`config.mk`:
```
export PLATFORM = sky130hd
export DESIGN_NAME = bkp_watchdog
export DESIGN_NICKNAME = d
export VERILOG_FILES = /design/src/rtl/bwd_pkg.sv /design/src/rtl/bwd_rst_sync.sv /design/src/rtl/bwd_cfg_regs.sv /design/src/rtl/bwd_service.sv /design/src/rtl/bwd_counter.sv /design/src/rtl/bkp_watchdog.sv
export SDC_FILE = /design/constraint.sdc
export NUM_CORES = 1
export LEC_CHECK = 0
export CAP_MARGIN = 20
export CORE_MARGIN = 3
export CORE_UTILIZATION = 50
export DETAILED_ROUTE_END_ITERATION = 12
export DONT_BUFFER_PORTS = 1
export PLACE_DENSITY_LB_ADDON = 0.3
export RECOVER_POWER = 50
export SETUP_SLACK_MARGIN = 0.15
export SLEW_MARGIN = 20
export SYNTH_ARGS = -nofsm -noshare
export SYNTH_HDL_FRONTEND = slang
export SYNTH_SLANG_ARGS = --single-unit
```
`constraint.sdc`:
```
create_clock -name clk -period 2.9 [get_ports clk]
set_clock_uncertainty 0.1 [all_clocks]
set_input_delay 0 -clock clk [delete_from_list [all_inputs] [get_ports clk]]
set_output_delay 0 -clock clk [all_outputs]
set_load 0.005 [all_outputs]
```
`src/rtl/bwd_pkg.sv`:
```
package bwd_pkg;

  // Register word index, taken from bus_addr[2:1]
  localparam logic [1:0] IDX_CTRL = 2'd0;
  localparam logic [1:0] IDX_MOD  = 2'd1;
  localparam logic [1:0] IDX_CNT  = 2'd2;
  localparam logic [1:0] IDX_SVC  = 2'd3;
  localparam int         NUM_REGS = 4;

  // Control word layout
  localparam int CB_EN     = 0;
  localparam int CB_WAIT   = 1;
  localparam int CB_DOZE   = 2;
  localparam int CB_STOP   = 3;
  localparam int CTRL_USED = 4;
  localparam logic [CTRL_USED-1:0] CTRL_RST = 4'b0010;

  typedef enum logic {
    SVC_IDLE  = 1'b0,
    SVC_ARMED = 1'b1
  } svc_state_e;

endpackage

```
`src/rtl/bwd_rst_sync.sv`:
```
module bwd_rst_sync #(
  parameter int STAGES = 2
) (
  input  logic clk,
  input  logic arst_n,
  output logic rst_n_o
);

  generate
    if (STAGES == 1) begin : g_single
      logic s_q;
      always_ff @(posedge clk or negedge arst_n) begin
        if (!arst_n) s_q <= 1'b0;
        else         s_q <= 1'b1;
      end
      assign rst_n_o = s_q;
    end else begin : g_chain
      logic [STAGES-1:0] s_q;
      always_ff @(posedge clk or negedge arst_n) begin
        if (!arst_n) s_q <= '0;
        else         s_q <= {s_q[STAGES-2:0], 1'b1};
      end
      assign rst_n_o = s_q[STAGES-1];
    end
  endgenerate

endmodule

```
`src/rtl/bwd_cfg_regs.sv`:
```
module bwd_cfg_regs
  import bwd_pkg::*;
#(
  parameter int             DW      = 16,
  parameter logic [DW-1:0]  MOD_RST = '1
) (
  input  logic                 clk,
  input  logic                 por_rst_n,
  input  logic                 ctrl_wr,
  input  logic                 mod_wr,
  input  logic [DW-1:0]        wdata,
  output logic [CTRL_USED-1:0] ctrl_o,
  output logic [DW-1:0]        mod_o
);

  logic [CTRL_USED-1:0] ctrl_q, ctrl_d;
  logic [DW-1:0]        mod_q, mod_d;
  logic                 ctrl_lock_q, mod_lock_q;
  logic                 ctrl_en, mod_en;

  // First write after power-on wins; the lock bit closes the register
  assign ctrl_en = ctrl_wr && !ctrl_lock_q;
  assign mod_en  = mod_wr  && !mod_lock_q;

  always_comb begin
    ctrl_d = wdata[CTRL_USED-1:0];
    mod_d  = wdata;
  end

  always_ff @(posedge clk or negedge por_rst_n) begin
    if (!por_rst_n) begin
      ctrl_q      <= CTRL_RST;
      ctrl_lock_q <= 1'b0;
    end else if (ctrl_en) begin
      ctrl_q      <= ctrl_d;
      ctrl_lock_q <= 1'b1;
    end
  end

  always_ff @(posedge clk or negedge por_rst_n) begin
    if (!por_rst_n) begin
      mod_q      <= MOD_RST;
      mod_lock_q <= 1'b0;
    end else if (mod_en) begin
      mod_q      <= mod_d;
      mod_lock_q <= 1'b1;
    end
  end

  assign ctrl_o = ctrl_q;
  assign mod_o  = mod_q;

  AST_CTRL_LOCKED: assert property (@(posedge clk) disable iff (!por_rst_n)
    (ctrl_lock_q && ctrl_wr) |=> $stable(ctrl_q));
  AST_MOD_LOCKED: assert property (@(posedge clk) disable iff (!por_rst_n)
    (mod_lock_q && mod_wr) |=> $stable(mod_q));

endmodule

```
`src/rtl/bwd_service.sv`:
```
module bwd_service
  import bwd_pkg::*;
#(
  parameter int DW = 16
) (
  input  logic          clk,
  input  logic          rst_n,
  input  logic          svc_wr,
  input  logic [DW-1:0] wdata,
  output logic          reload_o
);

  localparam logic [DW-1:0] KEY_ARM  = {(DW/2){2'b01}};
  localparam logic [DW-1:0] KEY_FIRE = {(DW/2){2'b10}};

  svc_state_e state_q, state_d;
  logic       reload_d;

  always_comb begin
    state_d  = state_q;
    reload_d = 1'b0;
    if (svc_wr) begin
      if (wdata == KEY_ARM) begin
        state_d = SVC_ARMED;
      end else if (state_q == SVC_ARMED && wdata == KEY_FIRE) begin
        reload_d = 1'b1;
        state_d  = SVC_IDLE;
      end else begin
        state_d = SVC_IDLE;
      end
    end
  end

  always_ff @(posedge clk or negedge rst_n) begin
    if (!rst_n)      state_q <= SVC_IDLE;
    else if (svc_wr) state_q <= state_d;
  end

  assign reload_o = reload_d;

  AST_SVC_BAD_KEY_DISARMS: assert property (@(posedge clk) disable iff (!rst_n)
    (svc_wr && wdata != KEY_ARM && wdata != KEY_FIRE) |=> (state_q == SVC_IDLE));

endmodule

```
`src/rtl/bwd_counter.sv`:
```
module bwd_counter
  import bwd_pkg::*;
#(
  parameter int             DW      = 16,
  parameter logic [DW-1:0]  MOD_RST = '1
) (
  input  logic                 clk,
  input  logic                 rst_n,
  input  logic                 tick,
  input  logic [CTRL_USED-1:0] ctrl,
  input  logic                 wait_mode,
  input  logic                 doze_mode,
  input  logic                 stop_mode,
  input  logic                 svc_reload,
  input  logic [DW-1:0]        modulus,
  output logic [DW-1:0]        cnt_o,
  output logic                 req_o
);

  logic [DW-1:0] cnt_q, cnt_d;
  logic          pend_q;
  logic          req_q, req_d;
  logic [2:0]    mode_vec, mask_vec;
  logic          freeze, run, cnt_en;

  assign mode_vec = {stop_mode, doze_mode, wait_mode};
  assign mask_vec = {ctrl[CB_STOP], ctrl[CB_DOZE], ctrl[CB_WAIT]};
  assign freeze   = |(mode_vec & mask_vec);
  assign run      = ctrl[CB_EN] && tick && !freeze;
  assign cnt_en   = pend_q || svc_reload || run;

  always_comb begin
    cnt_d = cnt_q;
    req_d = 1'b0;
    if (pend_q || svc_reload) begin
      cnt_d = modulus;
    end else if (run) begin
      if (cnt_q == '0) begin
        cnt_d = modulus;
        req_d = 1'b1;
      end else begin
        cnt_d = cnt_q - 1'b1;
      end
    end
  end

  // The load-pending flag picks up the retained modulus right after any reset
  always_ff @(posedge clk or negedge rst_n) begin
    if (!rst_n) pend_q <= 1'b1;
    else        pend_q <= 1'b0;
  end

  always_ff @(posedge clk or negedge rst_n) begin
    if (!rst_n)      cnt_q <= MOD_RST;
    else if (cnt_en) cnt_q <= cnt_d;
  end

  always_ff @(posedge clk or negedge rst_n) begin
    if (!rst_n) req_q <= 1'b0;
    else        req_q <= req_d;
  end

  assign cnt_o = cnt_q;
  assign req_o = req_q;

  AST_DEC_BY_ONE: assert property (@(posedge clk) disable iff (!rst_n)
    (run && cnt_q != '0 && !svc_reload && !pend_q) |=> (cnt_q == $past(cnt_q) - 1'b1));
  AST_REQ_FROM_ZERO: assert property (@(posedge clk) disable iff (!rst_n)
    req_q |-> ($past(cnt_q) == '0 && cnt_q == $past(modulus)));
  AST_FREEZE_HOLDS: assert property (@(posedge clk) disable iff (!rst_n)
    (freeze && !svc_reload && !pend_q) |=> $stable(cnt_q));
  AST_SVC_RELOADS: assert property (@(posedge clk) disable iff (!rst_n)
    svc_reload |=> (cnt_q == $past(modulus)));
  AST_RESET_RELOADS: assert property (@(posedge clk) disable iff (!rst_n)
    pend_q |=> (cnt_q == $past(modulus)));
  AST_OFF_HOLDS: assert property (@(posedge clk) disable iff (!rst_n)
    (!ctrl[CB_EN] && !svc_reload && !pend_q) |=> ($stable(cnt_q) && !req_q));

endmodule

```
`src/rtl/bkp_watchdog.sv`:
```
module bkp_watchdog
  import bwd_pkg::*;
#(
  parameter int             DW      = 16,
  parameter int             ADDR_W  = 3,
  parameter logic [DW-1:0]  MOD_RST = '1
) (
  input  logic              clk,
  input  logic              por_n,
  input  logic              warm_n,
  input  logic              tick,
  input  logic              wait_mode,
  input  logic              doze_mode,
  input  logic              stop_mode,
  input  logic              bus_we,
  input  logic [ADDR_W-1:0] bus_addr,
  input  logic [DW-1:0]     bus_wdata,
  output logic [DW-1:0]     bus_rdata,
  output logic              wdog_req
);

  localparam int PAD_W = DW - CTRL_USED;

  logic                 por_sync_n, warm_sync_n, core_rst_n, warm_arst_n;
  logic [NUM_REGS-1:0]  wr_sel;
  logic [1:0]           widx;
  logic [CTRL_USED-1:0] ctrl;
  logic [DW-1:0]        modulus, count;
  logic                 svc_reload;

  assign warm_arst_n = por_n && warm_n;

  bwd_rst_sync #(.STAGES(2)) u_por_sync (
    .clk     (clk),
    .arst_n  (por_n),
    .rst_n_o (por_sync_n)
  );

  bwd_rst_sync #(.STAGES(2)) u_warm_sync (
    .clk     (clk),
    .arst_n  (warm_arst_n),
    .rst_n_o (warm_sync_n)
  );

  assign core_rst_n = por_sync_n && warm_sync_n;

  // Word-aligned decode: one strobe per register slot
  assign widx = bus_addr[2:1];
  generate
    for (genvar i = 0; i < NUM_REGS; i++) begin : g_dec
      assign wr_sel[i] = bus_we && !bus_addr[0] && (widx == i[1:0]);
    end
  endgenerate

  bwd_cfg_regs #(.DW(DW), .MOD_RST(MOD_RST)) u_cfg (
    .clk       (clk),
    .por_rst_n (por_sync_n),
    .ctrl_wr   (wr_sel[IDX_CTRL]),
    .mod_wr    (wr_sel[IDX_MOD]),
    .wdata     (bus_wdata),
    .ctrl_o    (ctrl),
    .mod_o     (modulus)
  );

  bwd_service #(.DW(DW)) u_svc (
    .clk      (clk),
    .rst_n    (core_rst_n),
    .svc_wr   (wr_sel[IDX_SVC]),
    .wdata    (bus_wdata),
    .reload_o (svc_reload)
  );

  bwd_counter #(.DW(DW), .MOD_RST(MOD_RST)) u_cnt (
    .clk        (clk),
    .rst_n      (core_rst_n),
    .tick       (tick),
    .ctrl       (ctrl),
    .wait_mode  (wait_mode),
    .doze_mode  (doze_mode),
    .stop_mode  (stop_mode),
    .svc_reload (svc_reload),
    .modulus    (modulus),
    .cnt_o      (count),
    .req_o      (wdog_req)
  );

  // The count slot has no write path, so wr_sel[IDX_CNT] drives nothing
  always_comb begin
    bus_rdata = '0;
    if (!bus_addr[0]) begin
      case (widx)
        IDX_CTRL: bus_rdata = {{PAD_W{1'b0}}, ctrl};
        IDX_MOD:  bus_rdata = modulus;
        IDX_CNT:  bus_rdata = count;
        default:  bus_rdata = '0;
      endcase
    end
  end

  AST_REQ_SINGLE: assert property (@(posedge clk) disable iff (!core_rst_n)
    (wdog_req && modulus != '0) |=> !wdog_req);
  AST_CNT_WRITE_IGNORED: assert property (@(posedge clk) disable iff (!core_rst_n)
    (wr_sel[IDX_CNT] && !ctrl[CB_EN]) |=> $stable(count));

endmodule

```
==> impl_results.md <==
- Vias: 2214
- Period minus WS final: 2.545 ns
- Layout cell share with drive strength beyond 1: 23.78%
- Final ANT Viol Nets: 0
- Leak: 1.159 nW
- Leading post-synthesis cells by cell area: dfstp_2 34%, dfrtp_1 11%, mux2_2 8.7%
- RSZ-0062 raised after global routing: false
- DPL Wire Length: 4.647 mm
- Clock root cell: clkbuf_8
- Antenna violations before repair: 0
- Gr usage total: 24.60%
- Startpoint types: register
- First DRT Iteration DRCs: 287
- Die ar.: 6082 µm²
- CTS tree: built
- Fin crit share: 87.76%
- P&R area growth vs syn: 18.40%
- Synth area leader: dfstp_2
- Cells after DPL: 313
- Number of post-CTS setup repair buffers: 0
- Hold Slack: 0.09668 ns
- Largest net degree at the start of global routing: 23
- Post-place instance area: 2635 µm²
- Drt pass-1 iters: 5
- GRT overflow: 0
- Finish-stage setup viols: 0
- Async set-or-reset flop fraction in the synthesized netlist: 100.0%
- Final Instance Area: 3068 µm²
- Number of synthesized flops with an enable pin: 0
- Initial Util: 53.10%
- Sw Pwr: 0.5973 mW
- Core area: 4880 µm²
- Reg power frac: 53.4%
- Worst-path fanout max: 21
- TritonCTS Buffers: 5
- Hold_buf cts: 32
- Run status: complete, no violations
- Port bufs: 0
- Synth cell count leaders: 34 x dfstp_2, 26 x nor2_1, 20 x mux2_2
- Worst min path class: in -> out
- Mean Syn Cell Area: 10.12 µm²
- Clk network pwr share: 26.0%
- Fin. max-slew vios: 0
- PwrDens: 620.2 nW/µm²
- Die width: 77.99 µm
- Clk pin slew, worst setup/hold paths: 0.10 ns
- Switching part of the total: 31.39%
- Final GP Congestion: 0.9064
- FMAX: 392.9 MHz
- Critical path capture point type: register
- Synth Flop Type: dfstp_2
- Most frequent cell after synthesis: dfstp_2
- Crit Path Category: reg -> reg
- First-pass GRT wire length: 11.66 mm
- Peak supply drop: 0.5065 mV
- Synthesis warning total: 0
- CP arrival: 2.63 ns
- Slew headroom: 8.018%
- Fin cells: 353
- # DRC: 0
- Seq/Total Area, Yosys: 45.10%
- Post-CTS Resized: 0
- Clock buffer depth: 2
- Vias in the first global route: 2283
- Routed vias/inst: 6.272
- # diodes: 0
- Final hold vios: 0
- Internal power: 1.305 mW
- # IOs: 44
- Final nets: 314
- Worst-Margin Slew: 1.379 ns
- Yosys reg bits: 45
- Setup_tns: 0 ns
- Max Cap Viol: 0
- Synth cell types: 46
- H-tree Lvls: 2
- Worst-skew pair later-pin latency: 0.30 ns
- Routed len/inst: 20.48 µm
- Post-synthesis cell count: 256
- CP required: 2.98 ns
- Share of the synthesized area in the top cell type: 34.48%
- Row cnt: 25
- Clk sinks: 45
- Post-synthesis cell area: 2591 µm²
- Combinational share of power: 20.5%
- Die span in y: 77.99 µm
- DRT Wirelength: 7.229 mm
## power groups by stage
| stage | logic (mW) | clock network (mW) | registers [mW] |
|---|---|---|---|
| after detailed placement | 0.342 | 0 | 1.02 |
| after CTS | 0.383 | 0.503 | 1.01 |
| final | 0.391 | 0.495 | 1.02 |
| after global placement | 0.335 | 0 | 1.02 |
| after floorplan | 0.320 | 0 | 0.941 |
| after global routing | 0.428 | 0.526 | 1.03 |
## registers in the layout (all words and copies together), names as in the netlist
| register | flops |
|---|---|
| u_cfg.ctrl_lock_q | 1 |
| u_svc.state_q | 1 |
| u_cfg.mod_lock_q | 1 |
| u_cfg.ctrl_o | 4 |
| u_cnt.req_o | 1 |
| u_por_sync.g_chain.s_q | 2 |
| u_warm_sync.g_chain.s_q | 2 |
| u_cnt.pend_q | 1 |
| u_cnt.cnt_o | 16 |
| u_cfg.mod_o | 16 |
## per-stage QoR
step	total power, mW	util [%]	worst slack, ns
global route	1.988	62.87	0.2607
detailed placement	1.361	54.00	0.5027
finish	1.903	62.87	0.3549
CTS	1.896	62.95	0.4717
floorplan	1.261	-	0.7109
global placement	1.351	54.00	0.5008
## per-layer routing
metal / routed length (µm) / vias to the layer above / GRT usage [%]
li1: - / 1008 / -
met1: 3029 / 1108 / 31.58
met2: 3621 / 84 / 41.70
met3: 436 / 14 / 4.524
met4: 141 / 0 / 8.392
met5: 0 / - / 0
## final timing paths
path / to / slack (ns) / depth (start not counted) / from
worst max-delay path: u_cnt.cnt_o[0]$_DFFE_PN1P_ / 0.35 / 6 / u_cnt.cnt_o[8]$_DFFE_PN1P_
worst min-delay path: bus_rdata[3] / 0.1 / 3 / bus_addr[2]
worst max register to register: u_cnt.cnt_o[0]$_DFFE_PN1P_ / 0.35 / 6 / u_cnt.cnt_o[8]$_DFFE_PN1P_
worst min register to register: u_warm_sync.g_chain.s_q[1]$_DFF_PN0_ / 0.27 / 0 / u_warm_sync.g_chain.s_q[0]$_DFF_PN0_
max in group asynchronous: u_cnt.req_o$_DFF_PN0_ / 1.28 / 1 / u_por_sync.g_chain.s_q[1]$_DFF_PN0_
min in group asynchronous: u_por_sync.g_chain.s_q[0]$_DFF_PN0_ / 0.41 / 2 / por_n
## cell usage in the layout, fill, tap and decap left out, drive strengths merged, types with 5 or more instances in the layout
cell type and n:
o21ai 14, nor4 9, nor2 28, nor4b 5
a21oi 10, dfrtp 11, mux2i 10, inv 8
nand2 8, clkbuf 6, nor3 13, mux2 20
dfstp 34, dlygate4sd3 32, a22oi 14, buf 5
o2bb2ai 8
## critical path, stage by stage (launching register included)
cell and delay [ns]:
dfstp_1 0.44, or4_4 0.55, nor2_2 0.13, and4_1 0.42, or2_4 0.32, nand2_1 0.10, a311oi_1 0.36
## layout make-up
type                    instances  area [µm²]
multi-input cells             189        1315
clock buffers                   5       68.82
clock inverters                 3       47.55
flip-flops and latches         45        1169
fillers                       411        1812
well taps                      67       83.83
inverters                       6       22.52
repair buffers                 38       361.6
## cells by family (layout without fill, tap and decap cells)
kind of cell / Yosys count / in the layout / synth area share (%)
buffers and inverters: 23 / 52 / 4.491
AND/OR/NAND/NOR: 97 / 97 / 21.58
other: 2 / 3 / 0.2898
AO/OA/AOI/OAI: 57 / 57 / 15.02
adder cells (fa/ha/maj): 2 / 2 / 0.9656
flip-flops: 45 / 45 / 45.10
multiplexers: 30 / 30 / 12.55
No activity file was read; power rests on OpenSTA's default activity.
